File: config.mk
export PLATFORM = sky130hd
export DESIGN_NAME = prbs31_bert
export DESIGN_NICKNAME = d
export VERILOG_FILES = /design/src/rtl/prbs_pkg.sv /design/src/rtl/prbs31_gen.sv /design/src/rtl/prbs31_chk.sv /design/src/rtl/sat_counter.sv /design/src/rtl/prbs31_bert.sv
export SDC_FILE = /design/constraint.sdc
export NUM_CORES = 1
export LEC_CHECK = 0
export ABC_CLOCK_PERIOD_IN_PS = 2700
export BUFFER_PORTS_ARGS = -buffer_cell sky130_fd_sc_hd__buf_2
export CAP_MARGIN = 40
export CELL_PAD_IN_SITES_DETAIL_PLACEMENT = 1
export CELL_PAD_IN_SITES_GLOBAL_PLACEMENT = 2
export CORE_AREA = 2 2 136 151
export CTS_CLUSTER_DIAMETER = 40
export DETAILED_ROUTE_END_ITERATION = 16
export DIE_AREA = 0 0 138 153
export PLACE_DENSITY = 0.7
export SYNTH_ARGS = -nofsm -noshare
export SYNTH_HDL_FRONTEND = slang
export SYNTH_SLANG_ARGS = --single-unit
File: constraint.sdc
create_clock -name clk -period 2.7 [get_ports clk]
set_input_delay 0.27 -clock clk [delete_from_list [all_inputs] [get_ports clk]]
set_output_delay 0.27 -clock clk [all_outputs]
set_load 0.02 [all_outputs]
File: src/rtl/prbs_pkg.sv
// Package: shared constants and helpers for the PRBS31 tester.
// Assumes: register bit 0 is the newest bit shifted in.
package prbs_pkg;
    localparam int PRBS_W = 31;
    localparam int TAP_A  = 31;   // polynomial term x^31
    localparam int TAP_B  = 28;   // polynomial term x^28
    localparam int SEED_CNT_W = $clog2(PRBS_W + 1);

    typedef logic [PRBS_W-1:0] prbs_state_t;

    typedef enum logic {
        PH_SEED  = 1'b0,
        PH_TRACK = 1'b1
    } chk_phase_t;

    // Feedback bit of the 1 + x^28 + x^31 register
    function automatic logic prbs_fb(input prbs_state_t s);
        return s[TAP_A-1] ^ s[TAP_B-1];
    endfunction

    // Next register state for a given feedback bit
    function automatic prbs_state_t prbs_step(input prbs_state_t s, input logic fb);
        return {s[PRBS_W-2:0], fb};
    endfunction
endpackage

File: src/rtl/prbs31_gen.sv
// Module: prbs31_gen
// Transmit-side generator. Each enable advances the register one step and
// registers the inverted feedback as the line bit.
// Assumes: SEED is nonzero, so the register never enters the all-zero state.
module prbs31_gen
    import prbs_pkg::*;
#(
    parameter prbs_state_t SEED = 31'h0000_0001
) (
    input  logic clk,
    input  logic rst_n,
    input  logic en,
    output logic bit_o,
    output logic vld_o
);
    prbs_state_t state_q;
    logic        fb;

    // Feedback from the current register state
    always_comb fb = prbs_fb(state_q);

    // Advance the register and register the output bit on each enable
    always_ff @(posedge clk) begin
        if (!rst_n) begin
            state_q <= SEED;
            bit_o   <= 1'b0;
            vld_o   <= 1'b0;
        end else begin
            vld_o <= en;
            if (en) begin
                state_q <= prbs_step(state_q, fb);
                bit_o   <= ~fb;
            end
        end
    end

    AST_TX_QUIET: assert property (@(posedge clk) disable iff (!rst_n)
        !en |=> !vld_o);
    AST_TX_HOLD: assert property (@(posedge clk) disable iff (!rst_n)
        !en |=> $stable(bit_o));
    AST_TX_NONZERO: assert property (@(posedge clk) disable iff (!rst_n)
        state_q != '0);
endmodule

File: src/rtl/prbs31_chk.sv
// Module: prbs31_chk
// Receive-side checker. In the seed phase it shifts the inverted received
// bits into its register. After 31 bits it runs freely and flags each valid
// bit as compared and, on a mismatch, as an error.
// Assumes: the seed bits arrive without errors; an error there breaks the lock.
module prbs31_chk
    import prbs_pkg::*;
(
    input  logic clk,
    input  logic rst_n,
    input  logic clr,
    input  logic rx_bit,
    input  logic rx_vld,
    output logic cmp_vld,
    output logic cmp_err,
    output logic locked
);
    localparam logic [SEED_CNT_W-1:0] LAST_SEED = SEED_CNT_W'(PRBS_W - 1);

    chk_phase_t              phase_q;
    logic [SEED_CNT_W-1:0]   seed_cnt_q;
    prbs_state_t             state_q;
    logic                    fb;
    logic                    predicted;

    // Local prediction from the register state
    always_comb begin
        fb        = prbs_fb(state_q);
        predicted = ~fb;
    end

    // Comparison strobes for the counters
    always_comb begin
        cmp_vld = rx_vld && (phase_q == PH_TRACK);
        cmp_err = cmp_vld && (rx_bit != predicted);
    end

    assign locked = (phase_q == PH_TRACK);

    // Seed phase loads received bits, track phase free-runs
    always_ff @(posedge clk) begin
        if (!rst_n || clr) begin
            phase_q    <= PH_SEED;
            seed_cnt_q <= '0;
            state_q    <= '0;
        end else if (rx_vld) begin
            if (phase_q == PH_SEED) begin
                state_q    <= prbs_step(state_q, ~rx_bit);
                seed_cnt_q <= seed_cnt_q + 1'b1;
                if (seed_cnt_q == LAST_SEED)
                    phase_q <= PH_TRACK;
            end else begin
                state_q <= prbs_step(state_q, fb);
            end
        end
    end

    AST_LOCK_NEEDS_VLD: assert property (@(posedge clk) disable iff (!rst_n)
        $rose(locked) |-> $past(rx_vld));
    AST_IDLE_HOLDS_LOCK: assert property (@(posedge clk) disable iff (!rst_n)
        (!rx_vld && !clr) |=> $stable(locked));
    AST_ERR_IS_CMP: assert property (@(posedge clk) disable iff (!rst_n)
        cmp_err |-> cmp_vld);
endmodule

File: src/rtl/sat_counter.sv
// Module: sat_counter
// Up counter with synchronous clear that holds at all ones.
// Assumes: clear takes priority over increment.
module sat_counter #(
    parameter int W = 32
) (
    input  logic         clk,
    input  logic         rst_n,
    input  logic         clr,
    input  logic         inc,
    output logic [W-1:0] q
);
    localparam logic [W-1:0] TOP = {W{1'b1}};

    // Count up on inc, stop at TOP, zero on clear
    always_ff @(posedge clk) begin
        if (!rst_n || clr)
            q <= '0;
        else if (inc && q != TOP)
            q <= q + 1'b1;
    end

    AST_NO_WRAP: assert property (@(posedge clk) disable iff (!rst_n)
        (q == TOP && !clr) |=> q == TOP);
    AST_STEP_ONE: assert property (@(posedge clk) disable iff (!rst_n)
        !clr |=> (q == $past(q)) || (q == $past(q) + 1'b1));
endmodule

File: src/rtl/prbs31_bert.sv
// Module: prbs31_bert
// Top level: transmit generator, receive checker and the two saturating
// counters of compared and mismatched bits.
// Assumes: the processor reading the counters forms the ratio itself.
module prbs31_bert
    import prbs_pkg::*;
#(
    parameter int          CNT_W   = 32,
    parameter prbs_state_t TX_SEED = 31'h0000_0001
) (
    input  logic             clk,
    input  logic             rst_n,
    input  logic             tx_en,
    output logic             tx_bit,
    output logic             tx_vld,
    input  logic             rx_bit,
    input  logic             rx_vld,
    input  logic             clr,
    output logic             locked,
    output logic [CNT_W-1:0] bit_cnt,
    output logic [CNT_W-1:0] err_cnt
);
    logic cmp_vld;
    logic cmp_err;

    prbs31_gen #(.SEED(TX_SEED)) u_gen (
        .clk   (clk),
        .rst_n (rst_n),
        .en    (tx_en),
        .bit_o (tx_bit),
        .vld_o (tx_vld)
    );

    prbs31_chk u_chk (
        .clk     (clk),
        .rst_n   (rst_n),
        .clr     (clr),
        .rx_bit  (rx_bit),
        .rx_vld  (rx_vld),
        .cmp_vld (cmp_vld),
        .cmp_err (cmp_err),
        .locked  (locked)
    );

    sat_counter #(.W(CNT_W)) u_bits (
        .clk   (clk),
        .rst_n (rst_n),
        .clr   (clr),
        .inc   (cmp_vld),
        .q     (bit_cnt)
    );

    sat_counter #(.W(CNT_W)) u_errs (
        .clk   (clk),
        .rst_n (rst_n),
        .clr   (clr),
        .inc   (cmp_err),
        .q     (err_cnt)
    );

    AST_UNLOCKED_NO_COUNT: assert property (@(posedge clk) disable iff (!rst_n)
        (!locked && !clr) |=> $stable(bit_cnt));
    AST_ERR_LE_BITS: assert property (@(posedge clk) disable iff (!rst_n)
        err_cnt <= bit_cnt);
    AST_CLR_EMPTY: assert property (@(posedge clk) disable iff (!rst_n)
        clr |=> (bit_cnt == '0) && (err_cnt == '0) && !locked);
    AST_IDLE_NO_COUNT: assert property (@(posedge clk) disable iff (!rst_n)
        (!rx_vld && !clr) |=> $stable(bit_cnt) && $stable(err_cnt));
endmodule

==> results of run 1 <==
[synth_stat cells, types with 18 or more instances]
master	n	area, um2
nand3_1	18	90.1
a21oi_1	37	185
clkbuf_1	21	78.8
mux2i_1	64	641
nor2_1	71	267
nand4_1	31	194
nand2_1	39	146
o21ai_0	29	145
xnor2_1	19	166
dfxtp_1	134	2680
nor2b_1	32	200
or3_1	26	163
[registers in the layout, indices dropped and copies added, names as in the netlist]
register	flops
u_gen.bit_o	1
u_gen.vld_o	1
u_chk.seed_cnt_q	5
u_bits.q	32
u_chk.locked	1
u_chk.state_q	31
u_errs.q	32
u_gen.state_q	31
[per-layer routing]
metal  GRT usage [%]  vias up
li1                -     2452
met1            17.9     2434
met2            23.8       55
met3            3.29       16
met4            6.07        0
met5               0        -
[cells by family after synthesis]
| kind of cell | after synthesis | synth area share (%) |
|---|---|---|
| simple gates | 267 | 24.3 |
| flops | 134 | 46.5 |
| compound gates | 102 | 10.7 |
| mux | 64 | 11.1 |
| buf+inv | 35 | 2.34 |
| xor+xnor | 26 | 4.19 |
| fa+ha+maj | 4 | 0.868 |
[worst paths after layout]
| kind | endpoint | cells past startpoint |
|---|---|---|
| max | u_errs.q[23]$_SDFFE_PP0P_ | 6 |
| min | u_chk.state_q[0]$_SDFFE_PP0P_ | 4 |
| min reg2reg | u_gen.bit_o$_SDFFE_PN0P_ | 2 |
| max reg2reg | u_errs.q[23]$_SDFFE_PP0P_ | 6 |
[power by group]
| group | total (mW) | internal, mW | switching, mW |
|---|---|---|---|
| Clock | 2.28 | 1.42 | 0.853 |
| Combinational | 0.115 | 0.0436 | 0.0711 |
| Sequential | 1.99 | 1.99 | 0.00416 |
| Total | 4.38 | 3.45 | 0.928 |
[worst max-delay path, stage by stage, from the launching register on]
cell and delay, ns:
dfxtp_1 0.33, xnor3_1 0.41, or4b_1 0.48, a2111o_1 0.48
buf_4 0.21, or3_1 0.35, a21oi_1 0.14
[layout make-up]
class	count	area, um2	share of cell area, %
clock buffers	23	478	6.73
multi-input cells	463	2960	41.7
clock inverters	9	100	1.41
flip-flops and latches	134	2680	37.8
well taps	252	315	4.44
repair buffers	94	538	7.58
inverters	7	26.3	0.370
[stage by stage]
| step | cells | power [mW] | worst slack [ns] | hold slack [ns] | utilization [%] |
|---|---|---|---|---|---|
| 6_report | 982 | 4.38 | 0.225 | 0.267 | 36.2 |
| 5_1_grt | 982 | 4.55 | 0.0905 | 0.307 | 36.2 |
| 4_1_cts | 982 | 4.46 | 0.203 | 0.240 | 36.2 |
| 3_5_place_dp | 950 | 2.15 | 0.237 | 0.485 | 33.3 |
| 3_3_place_gp | 950 | 2.15 | 0.267 | 0.464 | 33.3 |
| 2_1_floorplan | 632 | 2.12 | 0.293 | 0.398 | - |
==> impl_metrics.tcl, run 1 <==
set metrics [dict create \
    slew_viol_final 0 \
    finClkSkew_ns 0.00798 \
    globalRouteOverflowTotal 0 \
    clock_latency_ns 0.42 \
    tightest_slew_ns 0.891 \
    mostFrequentLayoutCells "dfxtp_1 (134), buf_2 (72), nor2_1 (71)" \
    yosysUniqueCellTypes 41 \
    vias 4957 \
    fill_cells 2308 \
    ir_drop_uv 459 \
    grt_usage_pct 14.4 \
    top_level_ports 73 \
    cts_tree "yes" \
    drc 0 \
    path_clk_slew_ns 0.06 \
    fp.dieW_um 138 \
    wl_met1_um 7190 \
    highest_layer "met4" \
    status "completed" \
    maxSlewHeadroom_pct 40.6 \
    cap_violations 0 \
    cp_max_fo 9 \
    drtIter0Drc 193 \
    hold_buffers 0 \
    port_buffers 72 \
    clk_path_buf_depth 2 \
    reg2reg_from "u_chk.state_q[30]$_SDFFE_PP0P_" \
    post_route_cells_drive_above_1_share_pct 18.2 \
    start_util_pct 29.4 \
    layout_commonest_cell "dfxtp_1" \
    cp-startpoint "u_chk.state_q[30]$_SDFFE_PP0P_" \
    setup_viol_count_final 0 \
    syn_inst 632 \
    dr_wl_met2_um 7080 \
    cts_resized 0 \
    yosys_register_bits 134 \
    place.gp.congestion 0.721 \
    cp_data_arrival_time_ns 2.81 \
    met3_length_um 383 \
    postRouteAntennaNets 0 \
    core-area_mm2 0.0196 \
    yosysWarnings 0 \
    clock_sinks 134 \
    final-hold-violation-count 0 \
    async_reset_ff_share_pct 0 \
    detail_route.first_pass.iterations 6 \
    finalCritPeriodShare_pct 91.7 \
    fin_area_mm2 0.00710 \
    via_per_inst 5.05 \
    grt_setup_unrepaired "false" \
    die_height_um 153 \
    fin_crit_ns 2.47 \
    grt_pass1_wl_um 25100 \
    grt_pass1_vias 5032 \
    path_class "reg -> reg" \
    area_growth_pct 23.1 \
    grt_max_degree 52 \
    cts_buffers 17 \
    antenna_found_initial 0 \
    min_path_type "in -> reg" \
    drt_wl_total_um 14900 \
    cts_max_level 4 \
    fmax_mhz 404 \
    endpoint_kind "flop" \
    synth_flop_cell "dfxtp_1" \
    yosysSeqAreaShare_pct 46.5 \
    powerDensity_mw_per_mm2 617 \
    rows 54 \
    root_buffer "clkbuf_16" \
    worstPathRequired_ns 3.04 \
    die_area_mm2 0.0211 \
    syn_area_mm2 0.00577 \
    dp_hpwl_um 10500 \
    power.leakage_nw 2.70 \
    avgRoutedWirePerCell_um 15.1 \
    synth_fp_nets 642 \
    min-delay-start "rx_bit" \
    start_kind "flop" \
    setup-tns-final_ns 0 \
    place_area_mm2 0.00652 \
    insertedDiodeCount 0 \
    post_cts_buffers 0 \
    synth_edf_count 0 \
    nNetsFinal 727 \
    synth_area_per_cell_um2 9.13 \
    reg2reg_slack_ns 0.23 \
]
Note: power is estimated with default switching activity, not from simulation.
==> run 2, diff against run 1 <==
Settings changed: CELL_PAD_IN_SITES_GLOBAL_PLACEMENT 2 to 1, PLACE_DENSITY 0.7 to 0.6, SKIP_LAST_GASP from default to 1.
==> impl_metrics.tcl, run 2 (synthesis results as in run 1) <==
set metrics [dict create \
    endpoint_kind "flop" \
    cts_max_level 4 \
    hold_buffers 0 \
    clock_latency_ns 0.42 \
    timing.hold.ws_ns 0.264 \
    p_switching_uw 933 \
    slew_viol_final 0 \
    min_path_type "in -> reg" \
    rows 54 \
    post_route_cells_drive_above_1_share_pct 18.4 \
    die_area_mm2 0.0211 \
    final-hold-violation-count 0 \
    clk_path_buf_depth 2 \
    postRouteAntennaNets 0 \
    dpl_worst_slack_ns 0.279 \
    ir_drop_uv 504 \
    vias 5006 \
    layout_commonest_cell "dfxtp_1" \
    fill_cells 2305 \
    fin_crit_ns 2.41 \
    top_level_ports 73 \
    place_area_mm2 0.00652 \
    die_height_um 153 \
    drt_wl_total_um 15200 \
    grt_usage_pct 14.6 \
    total_power_mw 4.66 \
    tightest_slew_ns 0.891 \
    p_int_mw 3.73 \
    drc 0 \
    area_growth_pct 24.2 \
    grt_pass1_vias 5055 \
    cts_buffers 17 \
    cts_resized 0 \
    multi_input_area_mm2 0.00296 \
    setup_viol_count_final 0 \
    detail_route.first_pass.iterations 4 \
    cts_tree "yes" \
    final_util_pct 36.6 \
    status "completed" \
    insertedDiodeCount 0 \
    mostFrequentLayoutCells "dfxtp_1 (134), buf_2 (72), nor2_1 (71)" \
    root_buffer "clkbuf_16" \
    grt_max_degree 39 \
    core-area_mm2 0.0196 \
    p_clk_share_pct 54.8 \
    finalCritPeriodShare_pct 89.3 \
    dp_cells 950 \
    clock_sinks 134 \
    swShare_pct 20.0 \
    place.gp.congestion 0.746 \
    cp_max_fo 13 \
    fmax_mhz 415 \
    antenna_found_initial 0 \
    maxSlewHeadroom_pct 40.6 \
    globalRouteOverflowTotal 0 \
    worstPathRequired_ns 3.05 \
    setup-tns-final_ns 0 \
    post_cts_buffers 0 \
    drtIter0Drc 211 \
    fin_area_mm2 0.00717 \
    fp.dieW_um 138 \
    nNetsFinal 727 \
    seq_power_share_pct 42.7 \
    cp_data_arrival_time_ns 2.76 \
    avgRoutedWirePerCell_um 15.5 \
    grt_pass1_wl_um 25500 \
    p_comb_share_pct 2.5 \
    port_buffers 72 \
    power.leakage_nw 2.74 \
    powerDensity_mw_per_mm2 650 \
    fin_ws_ns 0.288 \
    start_util_pct 29.4 \
    reg.largest.list "u_bits.q (32), u_errs.q (32)" \
    fin_cells 981 \
    grt_setup_unrepaired "false" \
    regArea_mm2 0.00268 \
    path_class "reg -> reg" \
    path_clk_slew_ns 0.06 \
    dp_hpwl_um 10800 \
    finClkSkew_ns 0.00767 \
    via_per_inst 5.10 \
    start_kind "flop" \
    cap_violations 0 \
]
-- run 2: changes by cell type in the layout (fill, tap and decap cells not counted), sizes merged --
cell      before  now
clkbuf        23   21
clkinvlp       2    0
bufinv         2    5
-- run 2: worst paths after layout --
path              slack [ns]                       endpoint  depth (start not counted)                      startpoint
setup / recovery        0.29      u_errs.q[29]$_SDFFE_PP0P_                          6  u_chk.state_q[30]$_SDFFE_PP0P_
hold / removal          0.26  u_gen.state_q[0]$_SDFFE_PN1P_                          2                           rst_n
setup reg to reg        0.29      u_errs.q[29]$_SDFFE_PP0P_                          6  u_chk.state_q[30]$_SDFFE_PP0P_
hold reg to reg         0.48       u_gen.bit_o$_SDFFE_PN0P_                          2        u_gen.bit_o$_SDFFE_PN0P_
-- run 2: critical path: stages (launching register included) --
cell and delay, ns:
dfxtp_1 0.33, xnor3_1 0.41, or4b_1 0.47, a2111o_1 0.44, buf_4 0.20, or3_1 0.34
a21oi_1 0.16
-- run 2: power by group through the flow --
| stage | registers [mW] | logic, mW | clock network (mW) |
|---|---|---|---|
| 6_report | 1.99 | 0.118 | 2.55 |
| 5_1_grt | 1.99 | 0.129 | 2.71 |
| 4_1_cts | 1.99 | 0.120 | 2.61 |
| 3_5_place_dp | 2.03 | 0.120 | 0 |
| 3_3_place_gp | 2.03 | 0.117 | 0 |
| 2_1_floorplan | 2.03 | 0.0854 | 0 |
-- run 2: per-layer routing --
| layer | track usage, % | vias to the layer above | share of wire [%] |
|---|---|---|---|
| li1 | - | 2461 | - |
| met1 | 18.3 | 2450 | 47 |
| met2 | 24.4 | 73 | 48 |
| met3 | 2.98 | 22 | 2.8 |
| met4 | 6.61 | 0 | 2.3 |
| met5 | 0 | - | 0 |
-- run 2: final cells by class --
type / count / share of cell area, %
multi-input combinational: 463 / 41.3
timing repair buffer: 94 / 7.51
tap: 252 / 4.40
clock buffer: 21 / 6.56
inverter: 7 / 0.367
sequential: 134 / 37.4
clock inverter: 10 / 2.44
